===== src/rtl/ecap_pkg.sv =====
package ecap_pkg;
  typedef enum logic [1:0] {
    EDGE_OFF  = 2'b00,
    EDGE_RISE = 2'b01,
    EDGE_FALL = 2'b10,
    EDGE_BOTH = 2'b11
  } edge_mode_e;

  localparam int ADR_CTRL  = 0;
  localparam int ADR_EDGE  = 1;
  localparam int ADR_IEN   = 2;
  localparam int ADR_FLAG  = 3;
  localparam int ADR_WRAP  = 4;
  localparam int ADR_COUNT = 5;
  localparam int ADR_CAP0  = 8;
endpackage


===== src/rtl/ecap_timebase.sv =====
module ecap_timebase #(
  parameter int CNT_W = 16,
  parameter int PRE_W = 3
) (
  input  logic             clk,
  input  logic             rst_n,
  input  logic             run,
  input  logic [PRE_W-1:0] pre_code,
  output logic [CNT_W-1:0] count,
  output logic             wrap
);
  localparam int DIV_W = (1 << PRE_W) - 1;

  logic [DIV_W-1:0] pre_q, pre_nxt, mask;
  logic [CNT_W-1:0] count_q, count_nxt;
  logic             tick;

  always_comb begin
    mask      = ~({DIV_W{1'b1}} << pre_code);
    tick      = run && ((pre_q & mask) == mask);
    pre_nxt   = run ? pre_q + 1'b1 : '0;
    count_nxt = tick ? count_q + 1'b1 : count_q;
    wrap      = tick && (count_q == {CNT_W{1'b1}});
  end

  always_ff @(posedge clk or negedge rst_n) begin
    if (!rst_n) begin
      pre_q   <= '0;
      count_q <= '0;
    end else begin
      pre_q   <= pre_nxt;
      count_q <= count_nxt;
    end
  end

  assign count = count_q;

  assert_hold_when_stopped_R2: assert property (@(posedge clk) disable iff (!rst_n)
    !run |=> $stable(count_q));
  assert_wrap_to_zero_R2: assert property (@(posedge clk) disable iff (!rst_n)
    wrap |=> (count_q == '0));
  assert_single_step_R1: assert property (@(posedge clk) disable iff (!rst_n)
    tick |=> (count_q == CNT_W'($past(count_q) + 1'b1)));
endmodule


===== src/rtl/ecap_channel.sv =====
module ecap_channel #(
  parameter int CNT_W = 16
) (
  input  logic             clk,
  input  logic             rst_n,
  input  logic             pin,
  input  logic [1:0]       mode,
  input  logic [CNT_W-1:0] count,
  input  logic             clr,
  output logic             flag,
  output logic [CNT_W-1:0] cap_val
);
  import ecap_pkg::*;

  logic             s0_q, s1_q, prev_q;
  logic             rise, fall, evt;
  logic             flag_q, flag_nxt;
  logic [CNT_W-1:0] cap_q, cap_nxt;

  always_comb begin
    rise = s1_q & ~prev_q;
    fall = ~s1_q & prev_q;
    unique case (edge_mode_e'(mode))
      EDGE_RISE: evt = rise;
      EDGE_FALL: evt = fall;
      EDGE_BOTH: evt = rise | fall;
      default:   evt = 1'b0;
    endcase
    // a new event outranks a same-cycle clear
    flag_nxt = evt ? 1'b1 : (clr ? 1'b0 : flag_q);
    cap_nxt  = evt ? count : cap_q;
  end

  always_ff @(posedge clk or negedge rst_n) begin
    if (!rst_n) begin
      s0_q   <= 1'b0;
      s1_q   <= 1'b0;
      prev_q <= 1'b0;
      flag_q <= 1'b0;
      cap_q  <= '0;
    end else begin
      s0_q   <= pin;
      s1_q   <= s0_q;
      prev_q <= s1_q;
      flag_q <= flag_nxt;
      cap_q  <= cap_nxt;
    end
  end

  assign flag    = flag_q;
  assign cap_val = cap_q;

  assert_capture_sets_flag_R5: assert property (@(posedge clk) disable iff (!rst_n)
    evt |=> (flag_q && cap_q == $past(count)));
  assert_off_never_sets_R4: assert property (@(posedge clk) disable iff (!rst_n)
    (mode == 2'b00 && !flag_q) |=> !flag_q);
  assert_clear_without_event_R7: assert property (@(posedge clk) disable iff (!rst_n)
    (clr && !evt) |=> !flag_q);
  assert_set_beats_clear_R10: assert property (@(posedge clk) disable iff (!rst_n)
    (clr && evt) |=> flag_q);
endmodule


===== src/rtl/ecap_timer.sv =====
module ecap_timer #(
  parameter int CNT_W  = 16,
  parameter int NUM_CH = 8,
  parameter int PRE_W  = 3,
  parameter int ADDR_W = 5
) (
  input  logic              clk,
  input  logic              rst_n,
  input  logic              wr_en,
  input  logic              rd_en,
  input  logic [ADDR_W-1:0] addr,
  input  logic [CNT_W-1:0]  wdata,
  output logic [CNT_W-1:0]  rdata,
  input  logic [NUM_CH-1:0] cap_in,
  output logic              irq
);
  import ecap_pkg::*;

  localparam int EDGE_W = 2 * NUM_CH;

  // reset: asserted asynchronously, released on a clock edge
  logic rst_meta_q, rst_sync_q, rst_i_n;
  always_ff @(posedge clk or negedge rst_n) begin
    if (!rst_n) begin
      rst_meta_q <= 1'b0;
      rst_sync_q <= 1'b0;
    end else begin
      rst_meta_q <= 1'b1;
      rst_sync_q <= rst_meta_q;
    end
  end
  assign rst_i_n = rst_sync_q;

  logic              run_q, run_nxt, ffc_q, ffc_nxt, wie_q, wie_nxt;
  logic [PRE_W-1:0]  pre_q, pre_nxt;
  logic [EDGE_W-1:0] edge_q, edge_nxt;
  logic [NUM_CH-1:0] ien_q, ien_nxt;
  logic              wrapf_q, wrapf_nxt;
  logic [CNT_W-1:0]  count;
  logic              wrap;
  logic [NUM_CH-1:0] flags, clr_vec;
  logic [CNT_W-1:0]  cap_val [NUM_CH];
  logic              wr_ctrl, wr_edge, wr_ien, wr_flag, wr_wrap;

  ecap_timebase #(.CNT_W(CNT_W), .PRE_W(PRE_W)) tb_i (
    .clk(clk), .rst_n(rst_i_n), .run(run_q), .pre_code(pre_q),
    .count(count), .wrap(wrap));

  always_comb begin
    wr_ctrl = wr_en && (addr == ADDR_W'(ADR_CTRL));
    wr_edge = wr_en && (addr == ADDR_W'(ADR_EDGE));
    wr_ien  = wr_en && (addr == ADDR_W'(ADR_IEN));
    wr_flag = wr_en && (addr == ADDR_W'(ADR_FLAG));
    wr_wrap = wr_en && (addr == ADDR_W'(ADR_WRAP));

    run_nxt   = wr_ctrl ? wdata[0] : run_q;
    ffc_nxt   = wr_ctrl ? wdata[1] : ffc_q;
    wie_nxt   = wr_ctrl ? wdata[2] : wie_q;
    pre_nxt   = wr_ctrl ? wdata[4 +: PRE_W] : pre_q;
    edge_nxt  = wr_edge ? wdata[EDGE_W-1:0] : edge_q;
    ien_nxt   = wr_ien  ? wdata[NUM_CH-1:0] : ien_q;
    wrapf_nxt = wrap ? 1'b1 : ((wr_wrap && wdata[0]) ? 1'b0 : wrapf_q);
  end

  always_ff @(posedge clk or negedge rst_i_n) begin
    if (!rst_i_n) begin
      run_q   <= 1'b0;
      ffc_q   <= 1'b0;
      wie_q   <= 1'b0;
      pre_q   <= '0;
      edge_q  <= '0;
      ien_q   <= '0;
      wrapf_q <= 1'b0;
    end else begin
      run_q   <= run_nxt;
      ffc_q   <= ffc_nxt;
      wie_q   <= wie_nxt;
      pre_q   <= pre_nxt;
      edge_q  <= edge_nxt;
      ien_q   <= ien_nxt;
      wrapf_q <= wrapf_nxt;
    end
  end

  for (genvar i = 0; i < NUM_CH; i++) begin : g_ch
    assign clr_vec[i] = (wr_flag && wdata[i]) ||
                        (rd_en && ffc_q && addr == ADDR_W'(ADR_CAP0 + i));
    ecap_channel #(.CNT_W(CNT_W)) ch_i (
      .clk(clk), .rst_n(rst_i_n), .pin(cap_in[i]),
      .mode(edge_q[2*i +: 2]), .count(count), .clr(clr_vec[i]),
      .flag(flags[i]), .cap_val(cap_val[i]));
  end

  always_comb begin
    rdata = '0;
    if (addr == ADDR_W'(ADR_CTRL))
      rdata = CNT_W'({pre_q, 1'b0, wie_q, ffc_q, run_q});
    else if (addr == ADDR_W'(ADR_EDGE))  rdata = CNT_W'(edge_q);
    else if (addr == ADDR_W'(ADR_IEN))   rdata = CNT_W'(ien_q);
    else if (addr == ADDR_W'(ADR_FLAG))  rdata = CNT_W'(flags);
    else if (addr == ADDR_W'(ADR_WRAP))  rdata = CNT_W'(wrapf_q);
    else if (addr == ADDR_W'(ADR_COUNT)) rdata = count;
    for (int i = 0; i < NUM_CH; i++)
      if (addr == ADDR_W'(ADR_CAP0 + i)) rdata = cap_val[i];
  end

  assign irq = (|(flags & ien_q)) | (wrapf_q & wie_q);

  assert_wrap_sets_flag_R3: assert property (@(posedge clk) disable iff (!rst_i_n)
    wrap |=> wrapf_q);
  assert_wrap_irq_R3: assert property (@(posedge clk) disable iff (!rst_i_n)
    (wrapf_q && wie_q) |-> irq);
endmodule


===== config.mk =====
export PLATFORM = sky130hd
export DESIGN_NAME = ecap_timer
export DESIGN_NICKNAME = d
export VERILOG_FILES = /design/src/rtl/ecap_pkg.sv /design/src/rtl/ecap_timebase.sv /design/src/rtl/ecap_channel.sv /design/src/rtl/ecap_timer.sv
export SDC_FILE = /design/constraint.sdc
export NUM_CORES = 1
export LEC_CHECK = 0
export BUFFER_PORTS_ARGS = -buffer_cell sky130_fd_sc_hd__buf_4
export CAP_MARGIN = 20
export CORE_MARGIN = 10
export CORE_UTILIZATION = 37
export DETAILED_ROUTE_END_ITERATION = 7
export PLACE_DENSITY_LB_ADDON = 0.25
export SYNTH_ARGS = -nofsm -noshare
export SYNTH_HDL_FRONTEND = slang
export SYNTH_SLANG_ARGS = --single-unit

===== constraint.sdc =====
create_clock -name clk -period 16.9 [get_ports clk]
set_input_delay 0 -clock clk [delete_from_list [all_inputs] [get_ports clk]]
set_output_delay 0 -clock clk [all_outputs]
set_load 0.01 [all_outputs]

==> impl_table.tex <==
\begin{tabular}{lr}
\hline
Metric & Value \\
\hline
\multicolumn{2}{l}{\textbf{Outcome}} \\
Run status & finished clean \\
\multicolumn{2}{l}{\textbf{Synthesis}} \\
YS warnings & 0 \\
Number of flops mapped to enable cells by yosys & 0 \\
Count of mapped cells out of synthesis & 930 \\
Synth Register Bits & 216 \\
Unique cell type count in the Yosys netlist & 71 \\
Total nets after synthesis & 981 \\
Asr flop ratio synth & 100\% \\
Cell area after technology mapping & 0.0106 mm\^{}2 \\
Ys flop type & dfrtp\_1 \\
Sequential share of the synthesized area & 50.9\% \\
Avg Cell Area, Syn & 11.4 um\^{}2 \\
\multicolumn{2}{l}{\textbf{CTS}} \\
Clk sinks & 216 \\
Clock-pin slew of the registers on the worst-case setup and hold paths & 0.05 ns \\
Clock tree from TritonCTS & built \\
\# resized after CTS & 0 \\
Number of clock buffers inserted by TritonCTS & 26 \\
Clock tree root buffer cell & clkbuf\_16 \\
Clock network latency to the later pin of the worst-skew pair & 0.54 ns \\
Max clock buf depth & 3 \\
Maximum level of the CTS H-tree & 1 \\
\multicolumn{2}{l}{\textbf{Global routing}} \\
Number of global-route vias before repair & 7486 \\
Leftover overflow at the end of global routing & 0 \\
Maximum number of pins on one net before global-route repair & 75 \\
Number of antenna violations at the first check in global routing & 0 \\
Global-route wire length before repair & 46500 um \\
GRT Util Overall & 16.4\% \\
\multicolumn{2}{l}{\textbf{Power}} \\
Static leakage & 0.00569 uW \\
Pwr Density & 123 mW/mm\^{}2 \\
Worst IR drop on VDD & 0.0807 mV \\
Post-layout total power & 1540 uW \\
\multicolumn{2}{l}{\textbf{Detailed routing}} \\
Count of unresolved DRC violations after routing & 0 \\
Average detailed-routed wire length per instance & 21.6 um \\
First-pass iteration count of the detailed router & 5 \\
DRT antenna net count & 0 \\
Initial detailed-routing violation count & 683 \\
Drt via density & 5.53 \\
Total via count in the routed design & 7637 \\
Final routed wirelength across all metal layers & 29800 um \\
\multicolumn{2}{l}{\textbf{Worst setup path}} \\
Worst r2r dst & g\_ch[2].ch\_i.cap\_val[12] \\
Critical Path Sink Type & output pin \\
Startpoint-to-endpoint class of the critical path & input port to output pin \\
Setup slack, reg-to-reg & 14.86 ns \\
Worst reg-to-reg path cell count & 1 \\
CP max FO & 59 \\
Capturing instance or port of the critical path & rdata[0] \\
Critical path data arrival time & 2.40 ns \\
Launching instance or port of the critical path & addr[1] \\
Kind of launch point of the worst setup path & input port \\
Crit path required time & 16.90 ns \\
Beginning of the worst register-to-register path & rst\_i\_n \\
\multicolumn{2}{l}{\textbf{Floorplanning}} \\
Vertical die dimension & 189 um \\
Row count & 61 \\
Die outline width & 189 um \\
Overall die area & 0.0359 mm\^{}2 \\
Core Footprint & 0.0281 mm\^{}2 \\
Starting density of the core & 37.8\% \\
Number of top-level pins & 50 \\
\multicolumn{2}{l}{\textbf{Place}} \\
Placed Cells incl. Taps & 1307 \\
Count of buffers inserted at the top-level ports & 49 \\
Routability Congestion & 0.863 \\
Post-DP HPWL & 19400 um \\
\multicolumn{2}{l}{\textbf{Timing}} \\
Slew of the pin with the lowest slew margin & 1.00 ns \\
Worst Skew & 0.0159 ns \\
Pins Over Slew Limit & 0 \\
Maximum clock rate & 417 MHz \\
Worst slew margin & 33.2\% \\
Final period util & 14.2\% \\
Total count of hold-check failures in the final report & 0 \\
Minimum clock period & 2.40 ns \\
Post-Route Setup TNS & 0 ns \\
Total of endpoints with negative setup slack in the final report & 0 \\
Unrepaired setup endpoints after global routing & no \\
\multicolumn{2}{l}{\textbf{Finish}} \\
Proportion of layout cells with a drive suffix above 1 & 29.3\% \\
Total Nets Final & 1035 \\
Final cell count without fillers & 1381 \\
Count of inserted antenna diode cells & 0 \\
Fill cell instance count of the final layout & 2658 \\
Most common cell after layout, fill and taps aside & dfrtp\_1 \\
Area growth from synthesis to layout & 18.2\% \\
Leading cell types in the layout, fill and taps excluded & dfrtp\_1 (215), mux2\_2 (158), buf\_4 (61) \\
\multicolumn{2}{l}{\textbf{Worst hold path}} \\
Worst hold path class & input port to flop \\
\multicolumn{2}{l}{\textbf{Job}} \\
Max-cap violations & 0 \\
\hline
\end{tabular}
-- critical path, stage by stage --
cell and delay (ns):
buf_4 0.55, nand2b_1 0.33, nor2_2 0.69, a221oi_2 0.18, a32o_1 0.25, a31oi_1 0.20, buf_4 0.17
-- repair_timing --
action,4_1_cts,5_1_grt
endpoints found under the setup margin,0,0
hold buffers,27,0
hold endpoints to repair,49,0
setup buffers,0,0
-- metal layers --
| metal | GRT usage [%] | vias up | wire length, um |
|---|---|---|---|
| met4 | 5.28 | 0 | 913 |
| li1 | - | 3483 | - |
| met5 | 0 | - | 0 |
| met1 | 23.5 | 3824 | 13700 |
| met3 | 2.74 | 60 | 1910 |
| met2 | 24.5 | 270 | 13200 |
-- report_power, final --
group / switching (uW) / total, uW / internal, uW
clock: 225 / 653 / 428
sequential: 78.0 / 666 / 588
combinational: 111 / 222 / 110
total: 415 / 1540 / 1130
-- worst min-delay path by stage --
stage               from                 to  slack (ns)  cells after the start
6_report       cap_in[6]  g_ch[6].ch_i.s0_q        0.11                      2
3_3_place_gp       rst_n         rst_meta_q       -0.22                      1
5_1_grt        cap_in[3]  g_ch[3].ch_i.s0_q        0.11                      2
3_5_place_dp       rst_n         rst_meta_q       -0.21                      1
4_1_cts        cap_in[6]  g_ch[6].ch_i.s0_q        0.09                      2
2_1_floorplan      rst_n            rst_i_n       -0.30                      0
-- state kept, by name, indices dropped and copies added (netlist names), 3 cells and up --
register           flops
tb_i.count            16
g_ch.ch_i.flag         8
g_ch.ch_i.cap_val    128
g_ch.ch_i.s1_q         8
pre_q                  3
ien_q                  8
g_ch.ch_i.prev_q       8
tb_i.pre_q             7
edge_q                16
g_ch.ch_i.s0_q         8
-- cells by family after synthesis --
| group | Yosys count | share of synthesized area (%) |
|---|---|---|
| adder cells (fa/ha/maj) | 18 | 2.12 |
| flip-flops | 216 | 50.9 |
| XOR/XNOR | 20 | 1.65 |
| multiplexers | 172 | 18.1 |
| AND/OR/NAND/NOR | 200 | 10.1 |
| buffers and inverters | 101 | 4.32 |
| other | 1 | 0.0353 |
| AO/OA/AOI/OAI | 202 | 12.9 |
-- cell usage after synthesis, types with 16 or more instances --
| cell type | n | area (um^2) |
|---|---|---|
| nand3_1 | 18 | 90.1 |
| inv_1 | 39 | 146 |
| mux2_2 | 158 | 1780 |
| o21ai_0 | 33 | 165 |
| nand2_1 | 56 | 210 |
| ha_1 | 18 | 225 |
| dfrtp_1 | 216 | 5410 |
| clkbuf_1 | 27 | 101 |
| nor2_1 | 32 | 120 |
| nor3_1 | 16 | 80.1 |
| a22oi_1 | 22 | 165 |
| o22ai_1 | 20 | 125 |
| buf_2 | 24 | 120 |
| a21oi_1 | 44 | 220 |
-- area by class of cell --
cell class	count	area [um^2]	share of cell area, %
multi-input cells	613	4780	38.1
repair buffers	88	728	5.80
well taps	378	473	3.77
inverters	39	146	1.17
clock buffers	29	682	5.43
flip-flops and latches	216	5410	43.1
clock inverters	18	337	2.68
-- metrics by stage --
step                      worst slack, ns  hold slack, ns  utilization (%)  area [um^2]
after floorplan                     10.44          -0.296                -        10600
after global placement              14.54          -0.217             40.1        11300
after detailed placement            14.51          -0.215             40.1        11300
after CTS                           14.51          0.0910             44.7        12600
after global routing                14.36           0.114             44.7        12600
final                               14.50           0.109             44.7        12600
Power figures use the tool's default switching activity.
